[src/rtl/bm_pkg.sv]
// Shared constants for the bus-master register block.
// Assumes two channels and byte registers selected by the low two address bits.
package bm_pkg;
    localparam int NUM_CH  = 2;
    localparam int REG_W   = 8;
    localparam logic [1:0] OFF_CMD  = 2'd0;
    localparam logic [1:0] OFF_MODE = 2'd1;
    localparam logic [1:0] OFF_STAT = 2'd2;
    localparam logic [1:0] OFF_TIM  = 2'd3;
    localparam logic [1:0] SZ_BYTE  = 2'd0;
    localparam logic [1:0] SZ_HALF  = 2'd1;
    localparam logic [REG_W-1:0] STAT_WR_MASK  = 8'h60;
    localparam logic [REG_W-1:0] STAT_W1C_MASK = 8'h06;
    localparam logic [REG_W-1:0] STAT_KEEP     = 8'h01;
endpackage

[src/rtl/bm_chan_regs.sv]
// Per-channel command, status and timing registers.
// Assumes write enables are already decoded and qualified to byte accesses.
module bm_chan_regs
    import bm_pkg::*;
(
    input  logic             clk,
    input  logic             rst_n,
    input  logic             we_cmd,
    input  logic             we_stat,
    input  logic             we_tim,
    input  logic [REG_W-1:0] wdata,
    input  logic             set_act,
    input  logic             set_err,
    input  logic             set_done,
    output logic [REG_W-1:0] cmd_q,
    output logic [REG_W-1:0] stat_q,
    output logic [REG_W-1:0] tim_q
);
    logic [REG_W-1:0] stat_d;

    // Next status: software write semantics first, hardware sets override.
    always_comb begin
        stat_d = stat_q;
        if (we_stat) begin
            stat_d = (wdata & STAT_WR_MASK) | (stat_q & STAT_KEEP)
                   | (stat_q & ~wdata & STAT_W1C_MASK);
        end
        if (set_act)  stat_d[0] = 1'b1;
        if (set_err)  stat_d[1] = 1'b1;
        if (set_done) stat_d[2] = 1'b1;
    end

    // Register update for command, status and timing bytes.
    always_ff @(posedge clk) begin
        if (!rst_n) begin
            cmd_q  <= '0;
            stat_q <= '0;
            tim_q  <= '0;
        end else begin
            if (we_cmd) cmd_q <= wdata;
            if (we_tim) tim_q <= wdata;
            stat_q <= stat_d;
        end
    end

    AST_CMD_HOLD: assert property (@(posedge clk) disable iff (!rst_n)
        !we_cmd |=> $stable(cmd_q));
    AST_W1C_CLEARS: assert property (@(posedge clk) disable iff (!rst_n)
        (we_stat && wdata[1] && !set_err) |=> !stat_q[1]);
    AST_HW_SET_WINS: assert property (@(posedge clk) disable iff (!rst_n)
        set_err |=> stat_q[1]);
    AST_ACTIVE_STICKY: assert property (@(posedge clk) disable iff (!rst_n)
        stat_q[0] |=> stat_q[0]);
    AST_TIM_HOLD: assert property (@(posedge clk) disable iff (!rst_n)
        !we_tim |=> $stable(tim_q));
endmodule

[src/rtl/bm_mode_irq.sv]
// Shared mode register: latched interrupt flags, per-channel block bits,
// and the combined interrupt level. Assumes we_mode is byte-qualified.
module bm_mode_irq
    import bm_pkg::*;
(
    input  logic              clk,
    input  logic              rst_n,
    input  logic [NUM_CH-1:0] drv_irq,
    input  logic              we_mode,
    input  logic [REG_W-1:0]  wdata,
    output logic [REG_W-1:0]  mode_rd,
    output logic              irq_out
);
    logic [NUM_CH-1:0] flag_q;
    logic [NUM_CH-1:0] blk_q;

    // Flags follow drive levels; block bits load on a mode write.
    always_ff @(posedge clk) begin
        if (!rst_n) begin
            flag_q <= '0;
            blk_q  <= '0;
        end else begin
            flag_q <= drv_irq;
            if (we_mode) blk_q <= wdata[5:4];
        end
    end

    // Mode byte view: flags at bits 3:2, block bits at 5:4.
    always_comb mode_rd = {2'b00, blk_q, flag_q, 2'b00};

    // Combined interrupt from unblocked flags.
    always_comb irq_out = |(flag_q & ~blk_q);

    AST_FLAG_FOLLOWS: assert property (@(posedge clk) disable iff (!rst_n)
        1'b1 |=> (flag_q == $past(drv_irq)));
    AST_BLK_HOLD: assert property (@(posedge clk) disable iff (!rst_n)
        !we_mode |=> $stable(blk_q));
    AST_ALL_BLOCKED: assert property (@(posedge clk) disable iff (!rst_n)
        (blk_q == 2'b11) |-> !irq_out);
endmodule

[src/rtl/bm_regblk.sv]
// Top of the dual-channel bus-master register block: address decode,
// byte-size qualification, read multiplexer and channel instances.
// Assumes a single-cycle register bus with combinational read data.
module bm_regblk
    import bm_pkg::*;
#(
    parameter int DATA_W = 32,
    parameter int ADDR_W = 4
) (
    input  logic              clk,
    input  logic              rst_n,
    input  logic [ADDR_W-1:0] reg_addr,
    input  logic [1:0]        reg_size,
    input  logic [DATA_W-1:0] reg_wdata,
    input  logic              reg_wr,
    input  logic              reg_rd,
    output logic [DATA_W-1:0] reg_rdata,
    input  logic [NUM_CH-1:0] drv_irq,
    input  logic [NUM_CH-1:0] hw_active,
    input  logic [NUM_CH-1:0] hw_error,
    input  logic [NUM_CH-1:0] hw_done,
    output logic [NUM_CH-1:0] start,
    output logic [NUM_CH-1:0] dir_rd,
    output logic              irq_out
);
    localparam int HALF_W = DATA_W / 2;

    logic             is_byte;
    logic             in_regs;
    logic             ch_sel;
    logic [1:0]       off;
    logic             wr_ok;
    logic [REG_W-1:0] wbyte;
    logic [REG_W-1:0] mode_rd;
    logic [REG_W-1:0] cmd_q  [NUM_CH];
    logic [REG_W-1:0] stat_q [NUM_CH];
    logic [REG_W-1:0] tim_q  [NUM_CH];
    logic [REG_W-1:0] rd_byte;

    // Decode the fields of the current access.
    always_comb begin
        is_byte = (reg_size == SZ_BYTE);
        in_regs = !reg_addr[2];
        ch_sel  = reg_addr[3];
        off     = reg_addr[1:0];
        wr_ok   = reg_wr && is_byte && in_regs;
        wbyte   = reg_wdata[REG_W-1:0];
    end

    for (genvar c = 0; c < NUM_CH; c++) begin : g_ch
        logic sel;
        assign sel = wr_ok && (ch_sel == c[0]);
        bm_chan_regs u_ch (
            .clk      (clk),
            .rst_n    (rst_n),
            .we_cmd   (sel && off == OFF_CMD),
            .we_stat  (sel && off == OFF_STAT),
            .we_tim   (sel && off == OFF_TIM),
            .wdata    (wbyte),
            .set_act  (hw_active[c]),
            .set_err  (hw_error[c]),
            .set_done (hw_done[c]),
            .cmd_q    (cmd_q[c]),
            .stat_q   (stat_q[c]),
            .tim_q    (tim_q[c])
        );
        assign start[c]  = cmd_q[c][0];
        assign dir_rd[c] = cmd_q[c][3];
    end

    bm_mode_irq u_mode (
        .clk     (clk),
        .rst_n   (rst_n),
        .drv_irq (drv_irq),
        .we_mode (wr_ok && off == OFF_MODE),
        .wdata   (wbyte),
        .mode_rd (mode_rd),
        .irq_out (irq_out)
    );

    // Select the byte register addressed by the current access.
    always_comb begin
        unique case (off)
            OFF_CMD:  rd_byte = cmd_q[ch_sel];
            OFF_MODE: rd_byte = mode_rd;
            OFF_STAT: rd_byte = stat_q[ch_sel];
            default:  rd_byte = tim_q[ch_sel];
        endcase
    end

    // Form read data: all ones for wide reads, zero outside the registers.
    always_comb begin
        reg_rdata = '0;
        if (reg_rd) begin
            if (reg_size == SZ_HALF)      reg_rdata = {{HALF_W{1'b0}}, {HALF_W{1'b1}}};
            else if (!is_byte)            reg_rdata = '1;
            else if (in_regs)             reg_rdata = {{(DATA_W-REG_W){1'b0}}, rd_byte};
        end
    end

    AST_WIDE_READ_ONES: assert property (@(posedge clk) disable iff (!rst_n)
        (reg_rd && reg_size != SZ_BYTE) |-> (reg_rdata[HALF_W-1:0] == {HALF_W{1'b1}}));
    AST_WIDE_WRITE_IGNORED: assert property (@(posedge clk) disable iff (!rst_n)
        (reg_wr && reg_size != SZ_BYTE) |=> ($stable(tim_q[0]) && $stable(tim_q[1])));
    AST_HOLE_WRITE_IGNORED: assert property (@(posedge clk) disable iff (!rst_n)
        (reg_wr && reg_addr[2]) |=> ($stable(cmd_q[0]) && $stable(cmd_q[1])));
endmodule

[config.mk]
export PLATFORM = sky130hd
export DESIGN_NAME = bm_regblk
export DESIGN_NICKNAME = d
export VERILOG_FILES = /design/src/rtl/bm_pkg.sv /design/src/rtl/bm_chan_regs.sv /design/src/rtl/bm_mode_irq.sv /design/src/rtl/bm_regblk.sv
export SDC_FILE = /design/constraint.sdc
export NUM_CORES = 1
export LEC_CHECK = 0
export BUFFER_PORTS_ARGS = -buffer_cell sky130_fd_sc_hd__buf_2
export CORE_UTILIZATION = 45
export CTS_CLUSTER_DIAMETER = 120
export CTS_CLUSTER_SIZE = 8
export DETAILED_ROUTE_END_ITERATION = 12
export MAX_ROUTING_LAYER = met4
export PLACE_DENSITY = 0.76
export SETUP_SLACK_MARGIN = 0.02
export SYNTH_ARGS = -nofsm -noshare
export SYNTH_HDL_FRONTEND = slang
export SYNTH_SLANG_ARGS = --single-unit
[constraint.sdc]
create_clock -name clk -period 1.5 [get_ports clk]
set_clock_uncertainty 0.05 [all_clocks]
set_input_delay 0.225 -clock clk [delete_from_list [all_inputs] [get_ports clk]]
set_output_delay 0.225 -clock clk [all_outputs]
set_load 0.02 [all_outputs]
==> results of run 1 <==
[repair_timing]
action,4_1_cts,5_1_grt
setup buffers,2,12
setup endpoints to repair,8,16
resized for setup,18,28
pin swaps,7,6
hold buffers,0,0
[through the flow]
step / hold slack, ns / setup WS, ns / cells / utilization
after global placement: 0.377 / -0.291 / 373 / 0.544
after detailed placement: 0.387 / -0.320 / 373 / 0.544
after floorplan: 0.276 / -0.0350 / 258 / -
after CTS: 0.0683 / -0.286 / 383 / 0.578
final: 0.0755 / -0.280 / 395 / 0.613
after global routing: 0.0768 / -0.336 / 395 / 0.613
[cell usage in the layout (no fill, tap or decap), types with 4 or more instances in the layout]
master and count:
sky130_fd_sc_hd__a31oi_1 4, sky130_fd_sc_hd__and2_1 4, sky130_fd_sc_hd__buf_12 5, sky130_fd_sc_hd__buf_2 54, sky130_fd_sc_hd__buf_4 34, sky130_fd_sc_hd__buf_6 4
sky130_fd_sc_hd__clkbuf_8 5, sky130_fd_sc_hd__dfxtp_1 37, sky130_fd_sc_hd__dfxtp_2 9, sky130_fd_sc_hd__inv_1 8, sky130_fd_sc_hd__mux2_2 12, sky130_fd_sc_hd__mux2_4 5
sky130_fd_sc_hd__mux2i_1 38, sky130_fd_sc_hd__nand2_1 46, sky130_fd_sc_hd__nor2_1 4, sky130_fd_sc_hd__o21ai_0 8, sky130_fd_sc_hd__o21ai_1 4, sky130_fd_sc_hd__o21ai_2 4
[power by group]
part | switching (uW) | total (uW) | internal, uW
clock | 405 | 903 | 499
combinational | 261 | 469 | 208
sequential | 12.4 | 1250 | 1240
[cell usage after synthesis (all sizes together)]
cell,instances
nand2b,2
and2,5
o221ai,1
mux2,17
clkbuf,9
nor3,1
o21a,3
dfxtp,46
inv,9
o21ai,16
nand4b,2
and2b,1
o22ai,1
o211ai,1
mux2i,38
and3,2
nor2b,1
a21oi,3
o31ai,1
nor2,5
a31oi,4
nand3,4
a221oi,4
nand2,46
or4b,1
a222oi,3
nor4b,1
buf,31
[layout make-up]
class / count / area share
timing repair buffer: 99 / 0.224
clock buffer: 7 / 0.0244
multi-input combinational: 163 / 0.405
sequential: 46 / 0.298
tap: 70 / 0.0280
clock inverter: 1 / 0.00960
inverter: 9 / 0.0116
[metal layers]
metal / up-vias / GRT usage
met3: 10 / 0.0442
met2: 43 / 0.352
met4: 0 / 0.0692
li1: 1006 / -
met1: 994 / 0.276
met5: - / -
[flip-flops by register name (all words and copies together) (netlist names)]
register and flops:
g_ch.u_ch.cmd_q 16, g_ch.u_ch.stat_q 10, g_ch.u_ch.tim_q 16, u_mode.blk_q 2, u_mode.flag_q 2
[worst paths after layout]
path                            depth (start not counted)                     to
worst max-delay path                                    4           reg_rdata[0]
worst min-delay path                                    2       u_mode.flag_q[1]
worst max register to register                          2  g_ch[0].u_ch.tim_q[7]
worst min register to register                          2  g_ch[0].u_ch.tim_q[6]
[logic make-up (layout without fill, tap and decap cells)]
| group | count (synthesis) | after routing | share of synthesized area |
|---|---|---|---|
| AOI/OAI and AO/OA | 37 | 37 | 0.0996 |
| and+or+nand+nor | 71 | 71 | 0.154 |
| buffers and inverters | 49 | 116 | 0.121 |
| muxes | 55 | 55 | 0.240 |
| DFF | 46 | 46 | 0.386 |
==> flow_summary_export.csv, run 1 <==
group,metric,value,unit
final_layout,area_growth,31.1,%
floorplanning,floorplan.initialDensity,0.467,
worst_setup_path,worstPathCellList,"mux2_2 -> a222oi_1 -> o21ai_2 -> buf_6",
worst_setup_path,timing.critical_path.slowest_stage_cell,"sky130_fd_sc_hd__a222oi_1",
sta,tns,-1.44,ns
worst_hold_path,hold_path.startpoint,"drv_irq[1]",
worst_setup_path,endpoint_kind,"output port",
logic_synthesis,synthCells,258,
pwr,static-leakage-power,0.00153,uW
routing,routed-wl-met3,166,um
clock_network,clock_network_latency_to_the_later_pin_of_the_worst_skew_pair,0.30,ns
sta,hold_violation_count_in_the_final_report,0,
worst_setup_path,timing.critical_path.buf_inv,1,
global_route,global_route_wire_length_before_repair,8.81,mm
routing,detail_route.wirelength,5.83,mm
routing,vias,2053,
worst_setup_path,worst_path_largest_cell_delay,0.36,ns
sta,worst_slew_pin_slew,0.352,ns
worst_setup_path,biggest_fanout_along_the_worst_timing_path,2,
logic_synthesis,netlist-cell-type-count,31,
routing,drt-pass1-iter-count,4,
routing,met2RoutedLength,2.89,mm
run_status,violations,"negative setup slack",
routing,routed_via_density,5.20,
clock_network,h-tree-depth,2,
floorplanning,die_width,74.8,um
worst_setup_path,path_class,"reg -> out",
worst_setup_path,startpoint_type,"register",
clock_network,cts_tree,"done",
final_layout,drive_gt1_frac,0.465,
pwr,power,2620,uW
global_route,grt_overflow,0,
routing,drcViolationCount,0,
floorplanning,pin_count,87,
floorplanning,design.core.area,5110,um2
logic_synthesis,syn_avg_cell_area,9.25,um2
pwr,power.ir.vdd_worst,0.362,mV
clock_network,clockBufferDepth,2,
logic_synthesis,syn_area,2390,um2
logic_synthesis,synth_warnings,0,
sta,drv_slew,0,
sta,tmin_final,1.78,ns
sta,slew-limit-headroom,0.765,
final_layout,footprint_of_the_multi_input_gates,1270,um2
routing,drt_first_iter_violations,128,
logic_synthesis,synth_top_area_frac,0.386,
routing,top_layer,"met4",
placement,detailedPlacementHpwl,3.99,mm
logic_synthesis,synth-seq-cells,46,
run,max_cap_violations,0,
clock_network,number_of_buffers_created_by_cts,5,
sta,max_freq,562,MHz
clock_network,cts.root.buffer_cell,"sky130_fd_sc_hd__clkbuf_8",
global_route,grt_max_degree,27,
logic_synthesis,post_synth_main_area_contributors,"sky130_fd_sc_hd__dfxtp_1 39%, sky130_fd_sc_hd__mux2i_1 16%, sky130_fd_sc_hd__buf_4 8.2%, sky130_fd_sc_hd__mux2_2 8.0%, sky130_fd_sc_hd__nand2_1 7.2%",
floorplanning,rows,26,
global_route,first_global_vias,1834,
logic_synthesis,synth_sequential_area_ratio,0.386,
final_layout,final-seq-area,932,um2
sta,setup_slack,-0.280,ns
sta,setup_viol_count_final,8,
placement,port_buffers,62,
clock_network,clock-sinks,46,
floorplanning,design.die.area,5600,um2
logic_synthesis,netlist.top_cell.by_area,"sky130_fd_sc_hd__dfxtp_1",
worst_hold_path,worstHoldPathType,"in -> reg",
placement,post_detailed_placement_cell_area,2780,um2
placement,globalplace.congestion,0.796,
worst_setup_path,startpoint,"g_ch[1].u_ch.cmd_q[0]",
routing,m1WireLength,2.66,mm
worst_setup_path,crit_required,1.22,ns
routing,postRouteAntennaNets,0,
routing,wl_per_cell,14.8,um
logic_synthesis,mapped_nets,308,
sta,final.period_utilization,1.19,
sta,rsz0062_at_grt,"yes",
global_route,antenna_found_initial,0,
final_layout,finalInstanceArea,3130,um2
final_layout,antennaDiodeCount,0,
clock_network,clk_pin_slew_worst_paths,0.08,ns
run_status,status,"complete, but fails checks",
pwr,pwr_dens,839,nW/um2
worst_setup_path,timing.critical_path.max_delay_family,"compound AO/OA/AOI/OAI gates",
worst_setup_path,cp_data_arrival_time,1.50,ns
final_layout,nNetsFinal,374,
floorplanning,die_h,74.8,um
global_route,grtUsageTotal,0.219,
worst_setup_path,r2r_slack,0.75,ns
worst_setup_path,regToRegStartpoint,"g_ch[0].u_ch.tim_q[7]",
final_layout,fill_cells,421,
No activity file was read; power rests on OpenSTA's default activity.
==> run 2: changes to the inputs <==
--- a/config.mk
+++ b/config.mk
@@ -11,7 +11,7 @@
 export CTS_CLUSTER_SIZE = 8
 export DETAILED_ROUTE_END_ITERATION = 12
 export MAX_ROUTING_LAYER = met4
-export PLACE_DENSITY = 0.76
+export PLACE_DENSITY = 0.77
 export SETUP_SLACK_MARGIN = 0.02
 export SYNTH_ARGS = -nofsm -noshare
 export SYNTH_HDL_FRONTEND = slang
==> run 2 against run 1 <==
  * Sequential power about the same
  * Final cell count down 0.76%
  * Die area unchanged
  * First-iteration DRC count down 21%
  * Worst hold slack worse by 0.0031 ns
  * Total power down 5.8%
  * Global-route usage down 0.11 points
  * Sequential cell count unchanged
  * Combinational power down 4.3%
  * Sequential share of layout area up 0.91 points
  * The flow still finishes with violations (negative setup slack)
  * Core utilization down 1.6 points
==> flow_summary_export.csv, run 2 (same netlist as run 1, synthesis figures left out) <==
group,metric,value,unit
run_status,status,"complete, but fails checks",
run_status,violations,"negative setup slack",
worst_setup_path,startpoint_type,"register",
global_route,grt_overflow,0,
worst_setup_path,worst_path_largest_cell_delay,0.39,ns
sta,final.period_utilization,1.20,
sta,setup_slack,-0.304,ns
pwr,static-leakage-power,0.00150,uW
placement,globalplace.congestion,0.849,
sta,tmin_final,1.80,ns
routing,vias,1992,
placement,detailedPlacementHpwl,3.99,mm
placement,dp_worst_setup_slack,-0.275,ns
routing,detail_route.wirelength,5.72,mm
global_route,grtUsageTotal,0.218,
pwr,power,2470,uW
final_layout,post-route-util,0.597,
sta,max_freq,554,MHz
final_layout,antennaDiodeCount,0,
worst_setup_path,cp.depth,4,
worst_setup_path,path_class,"reg -> out",
final_layout,area_growth,27.8,%
worst_setup_path,cp_data_arrival_time,1.53,ns
clock_network,number_of_buffers_created_by_cts,5,
final_layout,layout.cells.most_common_list,"53 x sky130_fd_sc_hd__buf_2, 46 x sky130_fd_sc_hd__nand2_1, 38 x sky130_fd_sc_hd__mux2i_1",
clock_network,cts.root.buffer_cell,"sky130_fd_sc_hd__clkbuf_8",
global_route,global_route_wire_length_before_repair,8.78,mm
routing,drt-pass1-iter-count,6,
final_layout,layout_commonest_cell,"sky130_fd_sc_hd__buf_2",
final_layout,reg_top3,"g_ch.u_ch.cmd_q (16), g_ch.u_ch.tim_q (16), g_ch.u_ch.stat_q (10)",
worst_setup_path,biggest_fanout_along_the_worst_timing_path,2,
worst_setup_path,timing.critical_path.slowest_stage_cell,"sky130_fd_sc_hd__a222oi_1",
worst_setup_path,timing.critical_path.max_delay_family,"compound AO/OA/AOI/OAI gates",
sta,slew-limit-headroom,0.746,
global_route,antenna_found_initial,0,
clock_network,clock-sinks,46,
worst_setup_path,crit_required,1.22,ns
worst_setup_path,endpoint_kind,"output port",
sta,setup_viol_count_final,6,
pwr,power.ir.vdd_worst,0.399,mV
pwr,pwr_dens,811,nW/um2
worst_setup_path,startpoint,"g_ch[0].u_ch.tim_q[0]",
clock_network,cts_tree,"done",
worst_setup_path,r2r_slack,0.71,ns
sta,hold_violation_count_in_the_final_report,0,
sta,rsz0062_at_grt,"yes",
floorplanning,floorplan.initialDensity,0.467,
floorplanning,die_width,74.8,um
worst_setup_path,worst_flop_to_flop_path_endpoint,"u_mode.blk_q[1]",
pwr,swShare,0.271,
pwr,clkPwrFrac,0.313,
pwr,power.share.combinational,0.182,
clock_network,clk_pin_slew_worst_paths,0.08,ns
routing,drt_first_iter_violations,101,
final_layout,drive_gt1_frac,0.472,
global_route,grt_max_degree,30,
clock_network,holdBufCountCts,0,
pwr,power.share.sequential,0.505,
floorplanning,rows,26,
run,max_cap_violations,0,
pwr,netSwitchingPower,669,uW
routing,routed_via_density,5.08,
pwr,intPower,1800,uW
global_route,first_global_vias,1908,
routing,drcViolationCount,0,
worst_setup_path,reg2regPathDepth,2,
final_layout,nNetsFinal,371,
final_layout,fill_cells,421,
worst_setup_path,worstPathCellList,"mux2_4 -> a222oi_1 -> o21ai_2 -> buf_6",
placement,port_buffers,62,
clock_network,clockBufferDepth,2,
sta,worst_slew_pin_slew,0.381,ns
floorplanning,pin_count,87,
worst_hold_path,worstHoldPathType,"in -> reg",
clock_network,clock_network_latency_to_the_later_pin_of_the_worst_skew_pair,0.29,ns
worst_setup_path,critPathCapture,"reg_rdata[0]",
worst_setup_path,timing.critical_path.buf_inv,1,
routing,postRouteAntennaNets,0,
floorplanning,design.die.area,5600,um2
floorplanning,design.core.area,5110,um2
clock_network,h-tree-depth,2,
sta,drv_slew,0,
floorplanning,die_h,74.8,um
routing,wl_per_cell,14.6,um
worst_setup_path,regToRegStartpoint,"u_mode.blk_q[1]",
## run 2: changes by cell type in the layout (fill, tap and decap cells not counted), sizes merged
cell	before	now
clkinv	0	1
bufinv	1	0
buf	99	96
## run 2: how the worst min path moves through the flow
| stage | start | endpoint | cells past startpoint |
|---|---|---|---|
| finish | hw_active[1] | g_ch[1].u_ch.stat_q[0] | 3 |
| global route | drv_irq[1] | u_mode.flag_q[1] | 2 |
| CTS | hw_active[1] | g_ch[1].u_ch.stat_q[0] | 3 |
| detailed placement | hw_active[1] | g_ch[1].u_ch.stat_q[0] | 3 |
| global placement | hw_active[1] | g_ch[1].u_ch.stat_q[0] | 3 |
| floorplan | reg_wdata[1] | g_ch[0].u_ch.stat_q[1] | 1 |
## run 2: through the flow
stage,std cells,cell area (um2),hold slack (ns),setup TNS [ns]
4_1_cts,388,2980,0.0706,-1.17
3_5_place_dp,378,2780,0.388,-2.92
5_1_grt,392,3050,0.0810,-1.72
3_3_place_gp,378,2780,0.382,-2.35
2_1_floorplan,258,2430,0.276,-0.0715
6_report,392,3050,0.0723,-1.23
## run 2: what timing repair did
item                       CTS  global route
gates cloned                 0             0
pin swaps                   10             2
hold endpoints to repair     0             0
resized for setup           29            17
buffers inserted             2             4
setup endpoints to repair    8             8
## run 2: worst reg2reg max path: cells and delay by family, from the launching register on
kind | cells | cell delay (ns)
flip-flops | 1 | 0.36
AO/OA/AOI/OAI | 2 | 0.30
## run 2: power groups by stage
stage	Clock [uW]	Combinational (uW)	Sequential [uW]
3_5_place_dp	0	399	1280
2_1_floorplan	0	284	1270
6_report	775	449	1250
4_1_cts	794	432	1250
3_3_place_gp	0	394	1280
5_1_grt	853	486	1250
## run 2: final cells by class
type                    count  area, um2  share of cell area
flip-flops and latches     46        936               0.307
multi-input cells         163       1260               0.413
well taps                  70       87.6              0.0287
clock inverters             1       5.00             0.00164
clock buffers               7       86.3              0.0283
repair buffers             96        642               0.211
inverters                   9       33.8              0.0111
## run 2: metal layers
metal  part of all wire  track usage  vias to the layer above
met1               0.42        0.252                      956
met4              0.012       0.0901                        0
li1                   -            -                      994
met2               0.53        0.365                       37
met3              0.035       0.0455                        5
met5                  0            -                        -
